[config.mk]
export PLATFORM = sky130hd
export DESIGN_NAME = gra_datapath
export DESIGN_NICKNAME = d
export VERILOG_FILES = /design/src/rtl/gra_pkg.sv /design/src/rtl/gra_dest_decode.sv /design/src/rtl/gra_regfile.sv /design/src/rtl/gra_alu.sv /design/src/rtl/gra_datapath.sv
export SDC_FILE = /design/constraint.sdc
export NUM_CORES = 1
export LEC_CHECK = 0
export CAP_MARGIN = 5
export CORE_MARGIN = 4
export CORE_UTILIZATION = 59
export CTS_CLUSTER_DIAMETER = 120
export DETAILED_ROUTE_END_ITERATION = 16
export PLACE_DENSITY = 0.78
export SYNTH_ARGS = -nofsm -noshare
export SYNTH_HDL_FRONTEND = slang
export SYNTH_HIERARCHICAL = 1
export SYNTH_SLANG_ARGS = --single-unit
export TNS_END_PERCENT = 10
[constraint.sdc]
create_clock -name clk -period 6.4 [get_ports clk]
set_input_delay 1.6 -clock clk [delete_from_list [all_inputs] [get_ports clk]]
set_output_delay 1.6 -clock clk [all_outputs]
set_load 0.1 [all_outputs]
[src/rtl/gra_pkg.sv]
`timescale 1ns/1ps
package gra_pkg;

   localparam int SEL_W = 3;
   localparam int OPR_W = 5;
   localparam int CTRL_W = 3 * SEL_W + OPR_W;

   typedef enum logic [OPR_W-1:0] {
      OP_PASS = 5'b00000,
      OP_INC  = 5'b00001,
      OP_ADD  = 5'b00010,
      OP_SUB  = 5'b00101,
      OP_DEC  = 5'b00110,
      OP_AND  = 5'b01000,
      OP_OR   = 5'b01010,
      OP_XOR  = 5'b01100,
      OP_NOT  = 5'b01110,
      OP_SHR  = 5'b10000,
      OP_SHL  = 5'b11000
   } alu_op_e;

   typedef struct packed {
      logic [SEL_W-1:0] src_a;
      logic [SEL_W-1:0] src_b;
      logic [SEL_W-1:0] dest;
      logic [OPR_W-1:0] opr;
   } ctrl_t;

   function automatic logic op_uses_adder(input logic [OPR_W-1:0] op);
      return (op == OP_INC) || (op == OP_ADD) || (op == OP_SUB) || (op == OP_DEC);
   endfunction

   function automatic logic op_is_shift(input logic [OPR_W-1:0] op);
      return (op == OP_SHR) || (op == OP_SHL);
   endfunction

endpackage

[src/rtl/gra_dest_decode.sv]
`timescale 1ns/1ps
module gra_dest_decode #(
   parameter int SEL_W = 3,
   localparam int NREG = (1 << SEL_W) - 1
) (
   input  logic [SEL_W-1:0] dest_sel,
   output logic [NREG-1:0]  wr_en
);

   for (genvar i = 0; i < NREG; i++) begin : g_dec
      assign wr_en[i] = (dest_sel == SEL_W'(i + 1));
   end

endmodule

[src/rtl/gra_regfile.sv]
`timescale 1ns/1ps
module gra_regfile #(
   parameter int DATA_W = 8,
   parameter int SEL_W  = 3,
   localparam int NREG  = (1 << SEL_W) - 1
) (
   input  logic              clk,
   input  logic              rst_n,
   input  logic [NREG-1:0]   wr_en,
   input  logic [DATA_W-1:0] wr_data,
   input  logic [SEL_W-1:0]  sel_a,
   input  logic [SEL_W-1:0]  sel_b,
   input  logic [DATA_W-1:0] ext_in,
   output logic [DATA_W-1:0] opnd_a,
   output logic [DATA_W-1:0] opnd_b
);

   logic [DATA_W-1:0] regs_q [NREG];

   for (genvar i = 0; i < NREG; i++) begin : g_reg
      always_ff @(posedge clk or negedge rst_n) begin
         if (!rst_n) begin
            regs_q[i] <= '0;
         end else if (wr_en[i]) begin
            regs_q[i] <= wr_data;
         end
      end
   end

   always_comb begin
      opnd_a = ext_in;
      opnd_b = ext_in;
      for (int k = 0; k < NREG; k++) begin
         if (sel_a == SEL_W'(k + 1)) opnd_a = regs_q[k];
         if (sel_b == SEL_W'(k + 1)) opnd_b = regs_q[k];
      end
   end

endmodule

[src/rtl/gra_alu.sv]
`timescale 1ns/1ps
module gra_alu
   import gra_pkg::*;
#(
   parameter int DATA_W = 8
) (
   input  logic [OPR_W-1:0]  opr,
   input  logic [DATA_W-1:0] a,
   input  logic [DATA_W-1:0] b,
   output logic [DATA_W-1:0] result,
   output logic              carry,
   output logic              ovf
);

   logic [DATA_W-1:0] add_x;
   logic              add_cin;
   logic [DATA_W:0]   sum_full;
   logic [DATA_W-1:0] sum_low;
   logic              carry_into_msb;

   always_comb begin
      unique case (opr)
         OP_INC:  begin add_x = '0;  add_cin = 1'b1; end
         OP_ADD:  begin add_x = b;   add_cin = 1'b0; end
         OP_SUB:  begin add_x = ~b;  add_cin = 1'b1; end
         OP_DEC:  begin add_x = '1;  add_cin = 1'b0; end
         default: begin add_x = '0;  add_cin = 1'b0; end
      endcase
   end

   assign sum_full = {1'b0, a} + {1'b0, add_x} + {{DATA_W{1'b0}}, add_cin};
   assign sum_low  = {1'b0, a[DATA_W-2:0]} + {1'b0, add_x[DATA_W-2:0]}
                   + {{(DATA_W-1){1'b0}}, add_cin};
   assign carry_into_msb = sum_low[DATA_W-1];

   always_comb begin
      result = a;
      carry  = 1'b0;
      ovf    = 1'b0;
      if (op_uses_adder(opr)) begin
         result = sum_full[DATA_W-1:0];
         carry  = sum_full[DATA_W];
         ovf    = sum_full[DATA_W] ^ carry_into_msb;
      end else begin
         case (opr)
            OP_AND: result = a & b;
            OP_OR:  result = a | b;
            OP_XOR: result = a ^ b;
            OP_NOT: result = ~a;
            OP_SHR: begin
               result = {1'b0, a[DATA_W-1:1]};
               carry  = a[0];
            end
            OP_SHL: begin
               result = {a[DATA_W-2:0], 1'b0};
               carry  = a[DATA_W-1];
            end
            default: result = a;
         endcase
      end
   end

endmodule

[src/rtl/gra_datapath.sv]
`timescale 1ns/1ps
module gra_datapath
   import gra_pkg::*;
#(
   parameter int DATA_W = 8
) (
   input  logic              clk,
   input  logic              rst_n,
   input  logic [13:0]       ctrl_word,
   input  logic [DATA_W-1:0] data_in,
   output logic [DATA_W-1:0] data_out,
   output logic              flag_c,
   output logic              flag_s,
   output logic              flag_z,
   output logic              flag_v
);

   localparam int NREG = (1 << SEL_W) - 1;

   if (DATA_W < 2) begin : g_bad_width
      $error("gra_datapath: DATA_W must be at least 2");
   end
   if (CTRL_W != 14) begin : g_bad_ctrl
      $error("gra_datapath: control word layout must total 14 bits");
   end

   ctrl_t             cw;
   logic [NREG-1:0]   wr_en;
   logic [DATA_W-1:0] opnd_a;
   logic [DATA_W-1:0] opnd_b;
   logic [DATA_W-1:0] alu_res;
   logic              alu_carry;
   logic              alu_ovf;

   assign cw = ctrl_t'(ctrl_word);

   gra_dest_decode #(.SEL_W(SEL_W)) u_dec (
      .dest_sel (cw.dest),
      .wr_en    (wr_en)
   );

   gra_regfile #(.DATA_W(DATA_W), .SEL_W(SEL_W)) u_rf (
      .clk     (clk),
      .rst_n   (rst_n),
      .wr_en   (wr_en),
      .wr_data (alu_res),
      .sel_a   (cw.src_a),
      .sel_b   (cw.src_b),
      .ext_in  (data_in),
      .opnd_a  (opnd_a),
      .opnd_b  (opnd_b)
   );

   gra_alu #(.DATA_W(DATA_W)) u_alu (
      .opr    (cw.opr),
      .a      (opnd_a),
      .b      (opnd_b),
      .result (alu_res),
      .carry  (alu_carry),
      .ovf    (alu_ovf)
   );

   assign data_out = alu_res;

   always_ff @(posedge clk or negedge rst_n) begin
      if (!rst_n) begin
         flag_c <= 1'b0;
         flag_s <= 1'b0;
         flag_z <= 1'b0;
         flag_v <= 1'b0;
      end else begin
         flag_c <= alu_carry;
         flag_s <= alu_res[DATA_W-1];
         flag_z <= (alu_res == '0);
         flag_v <= alu_ovf;
      end
   end

endmodule

==> results.rst <==
.. list-table::
   :header-rows: 1

   * - Metric
     - Value
   * - Top cells by instance count after synthesis
     - 68 x sky130_fd_sc_hd__mux2_2, 60 x sky130_fd_sc_hd__dfrtp_1, 41 x sky130_fd_sc_hd__nor2_1
   * - Run status
     - complete, no violations
   * - Routability Congestion
     - approximately 1.0
   * - Critical register-to-register path endpoint
     - flag_z$_DFF_PN0_
   * - CTS Buf Count
     - 9
   * - Input/output buffers
     - 35
   * - DR top layer
     - met4
   * - Met2 wire length
     - 7480 um
   * - Depth of the worst register-to-register path
     - 15
   * - Most instantiated library cell after synthesis
     - sky130_fd_sc_hd__mux2_2
   * - Critical-path cell list
     - clkdlybuf4s50_1 > buf_12 > and2b_1 > a22oi_1 > a2bb2oi_2 > o221ai_1 > ha_1 > and2_1 > a31o_2 > a211oi_2 > xor2_1 > a21oi_2 > buf_12
   * - Area share of the largest cell type after synthesis
     - between 20% and 30%
   * - Fraction of power consumed by the clock network
     - ~17%
   * - Post-route clock period utilization
     - 99.4%
   * - Worst Skew
     - 7.69 ps
   * - Routed wire length
     - 16100 um
   * - Clock transition at the registers of the reported paths
     - around 70 ps
   * - Vias after detailed routing
     - 4788
   * - Count of flip-flops with a built-in enable after synthesis
     - 0
   * - Slew Viols, Final
     - 0
   * - CTS Hold Buffers Added
     - 0
   * - Setup violations, final
     - 0
   * - Place WS
     - -318 ps
   * - Synthesis-to-layout area growth
     - 28.4%
   * - Critical-path maximum fanout
     - 16
   * - Worst hold path stage count
     - 1
   * - Worst hold endpoint
     - u_rf/regs_q[10]$_DFFE_PN0P_
   * - Switching component of the power
     - about 0.86 mW
   * - Slowest cell on the critical path
     - sky130_fd_sc_hd__clkdlybuf4s50_1
   * - Global-route wire length before repair
     - between 20000 and 30000 um
   * - Netlist area before placement
     - between 0.005 and 0.006 mm2
   * - Core area
     - 0.00826 mm2
   * - Worst slew pin tran
     - 966 ps
   * - DRC violations left
     - 0
   * - Clock latency at the later pin of the worst-skew pair
     - 330 ps
   * - Mean instance size in the synthesized netlist
     - 9.61 um2
   * - Category of the most critical setup path
     - input port to primary output
   * - Vertical die dimension
     - 100 um
   * - Timing-limited maximum frequency
     - 157 MHz
   * - Class of the most critical hold timing path
     - register to register
   * - Data arrival time of the critical path
     - 4760 ps
   * - Top-level I/O count
     - 36
   * - Minimum period implied by the final worst setup slack
     - 6360 ps
   * - Full die area
     - between 0.01 and 0.015 mm2
   * - Leak
     - around 2.9 nW
   * - Via/cell ratio
     - 6.44
   * - Post-synth cell types
     - 68
   * - Warnings, synthesis
     - 6
   * - Number of optimization iterations in the first detailed-route pass
     - 6
   * - Cell internal pwr
     - 1.21 mW
   * - Antenna Diode Count
     - 0
   * - Overall global routing resource usage
     - between 30% and 40%
   * - Total non-filler cell area in the finished layout
     - 0.00646 mm2
   * - Largest net degree at the start of global routing
     - slightly above 60
   * - GRT Residual Overflow
     - 0
   * - CP Capture Type
     - primary output
   * - Area after DPL
     - 0.00610 mm2
   * - Beginning of the worst hold path
     - u_rf/regs_q[10]$_DFFE_PN0P_
   * - Remaining max-slew budget at the tightest pin
     - 35.4%
   * - Sum of met3 wire segment lengths after detailed routing
     - approximately 1400 um
   * - Worst path required time
     - roughly 4800 ps
   * - Power density over the cells
     - approximately 320 mW/mm2
   * - Post-detailed-route wirelength per cell
     - ~22 um
   * - CTS root buffer
     - sky130_fd_sc_hd__clkbuf_8
   * - Total power after layout
     - 2.08 mW
   * - # Max-Cap Violations
     - 0
   * - Total Negative Setup Slacks
     - 0 ps
   * - Number of nets in the layout
     - slightly below 700
   * - Die X
     - 100 um
   * - Cell count after placement
     - 714
   * - Buffers from clock root to sink, at most
     - 2
   * - CTS tree
     - yes
   * - Delay of the slowest cell on the worst path
     - just over 500 ps
   * - Comb pwr share
     - about half
   * - Most used flip-flop cell after synthesis
     - sky130_fd_sc_hd__dfrtp_1
   * - Detailed-placement wirelength estimate
     - 11800 um
   * - Worst-case register-to-register setup slack
     - 2540 ps
   * - Kind of start point of the critical path
     - input port
   * - Share of flip-flops with an asynchronous set or reset
     - 100%
   * - Proportion of synthesized chip area in sequential cells
     - between 20 and 30%
   * - FILL cells
     - between 500 and 600
   * - Non-filler instance count after layout
     - between 700 and 800
   * - Sequential group share of total power
     - 31.9%
   * - Maximum level of the CTS H-tree
     - 3
   * - Post-Syn Instances
     - 524
   * - Layout cell share with drive strength beyond 1
     - 37.0%
   * - VDD IR-drop max
     - 0.000260 V
   * - Reg-to-reg critical path startpoint
     - u_rf/regs_q[8]$_DFFE_PN0P_
   * - Post-Synthesis Net Count
     - 573
   * - Min setup slack post-route
     - between 40 and 50 ps
   * - Number of rows in the core area
     - 33
   * - Hold violation count in the final report
     - 0
   * - Number of antenna violations at the first check in global routing
     - 0
   * - Setup repair after global routing missed its margin
     - yes
   * - Leading cell types by total area after synthesis
     - sky130_fd_sc_hd__dfrtp_1 30%, sky130_fd_sc_hd__mux2_2 15%, sky130_fd_sc_hd__mux2i_1 8.0%
   * - Cell type with the highest aggregate area in the netlist
     - sky130_fd_sc_hd__dfrtp_1
   * - M1 wire length
     - 6520 um
   * - Proportion of total power due to net switching
     - 41.6%
   * - Residual antenna-violating net count after detailed routing
     - 0
   * - Vias in the first global route
     - 4796
   * - Effective utilization at floorplan
     - 61.0%
   * - TritonCTS Sinks
     - 60
   * - Most used cell along the critical path
     - sky130_fd_sc_hd__buf_12
   * - Synth Register Bits
     - 60
   * - Initial DRC count
     - 394
## power by group through the flow
stage / combinational (mW) / sequential [mW] / clock [mW]
2_1_floorplan: 0.657 / 0.625 / 0
3_3_place_gp: 0.989 / 0.652 / 0
3_5_place_dp: 1.02 / 0.661 / 0
4_1_cts: 1.04 / 0.654 / 0.352
5_1_grt: 1.14 / 0.676 / 0.369
6_report: 1.06 / 0.663 / 0.348
## per-layer routing
layer  vias up  GRT usage (%)
met5         -              0
met4         0           12.4
met1      2305           42.5
met3        67           7.57
met2       266           52.7
li1       2150              -
## worst max-delay path: cells and delay by family
family | cells | cell delay, ps
compound gates | 6 | 1340
buf+inv | 3 | 890
simple gates | 2 | 410
fa+ha+maj | 1 | 390
xor+xnor | 1 | 130
## flip-flops by register name (all words and copies together) (netlist names)
register / count
flag_z: 1
flag_s: 1
u_rf/regs_q: 56
flag_c: 1
flag_v: 1
## kinds of logic after synthesis
kind of cell             share of synthesized area, %
multiplexers                                     24.5
AO/OA/AOI/OAI                                    17.9
AND/OR/NAND/NOR                                  13.5
flip-flops                                       29.8
buffers and inverters                            6.41
adder cells (fa/ha/maj)                          6.51
XOR/XNOR                                         1.37
## timing repair
item / CTS / global route
setup endpoints to repair: 6 / 7
pin swaps: 10 / 9
gates resized for setup: 20 / 9
buffers inserted: 11 / 2
hold endpoints to repair: 0 / 0
gates cloned: 0 / 0
## placed cells by master (no fill, tap or decap), drive strengths merged, types with 4 or more instances in the layout
| cell | instances |
|---|---|
| a21oi | 29 |
| clkdlybuf4s50 | 21 |
| a211oi | 6 |
| o22ai | 15 |
| nor2 | 41 |
| inv | 29 |
| ha | 23 |
| a221oi | 10 |
| mux2i | 40 |
| dfrtp | 60 |
| nor3b | 4 |
| nand2 | 30 |
| a2bb2oi | 9 |
| nand2b | 13 |
| nand3 | 4 |
| buf | 107 |
| clkbuf | 11 |
| o221ai | 5 |
| mux2 | 68 |
| xor2 | 5 |
| nor2b | 9 |
| o21ai | 24 |
## worst max path at each step
stage	startpoint	to	slack (ps)
5_1_grt	data_in[4]	data_out[7]	-130
3_3_place_gp	ctrl_word[8]	data_out[4]	-240
3_5_place_dp	ctrl_word[8]	data_out[7]	-320
4_1_cts	ctrl_word[12]	data_out[2]	10
2_1_floorplan	ctrl_word[10]	data_out[7]	-230
6_report	ctrl_word[13]	data_out[7]	40
## final cells by class
class                           instances  area [um2]  area share [%]
Tap cell                              105         131            2.03
Timing Repair Buffer                  133        1200            18.6
Multi-Input combinational cell        400        3320            51.4
Clock inverter                          6        63.8           0.987
Clock buffer                           10         128            1.97
Sequential cell                        60        1500            23.2
Inverter                               29         115            1.78
## stage by stage
step / hold slack, ps / util, %
floorplan: 490 / -
global placement: 515 / 73.9
global route: 546 / 78.3
finish: 538 / 78.3
CTS: 534 / 77.9
detailed placement: 519 / 73.9
Power figures use the tool's default switching activity.
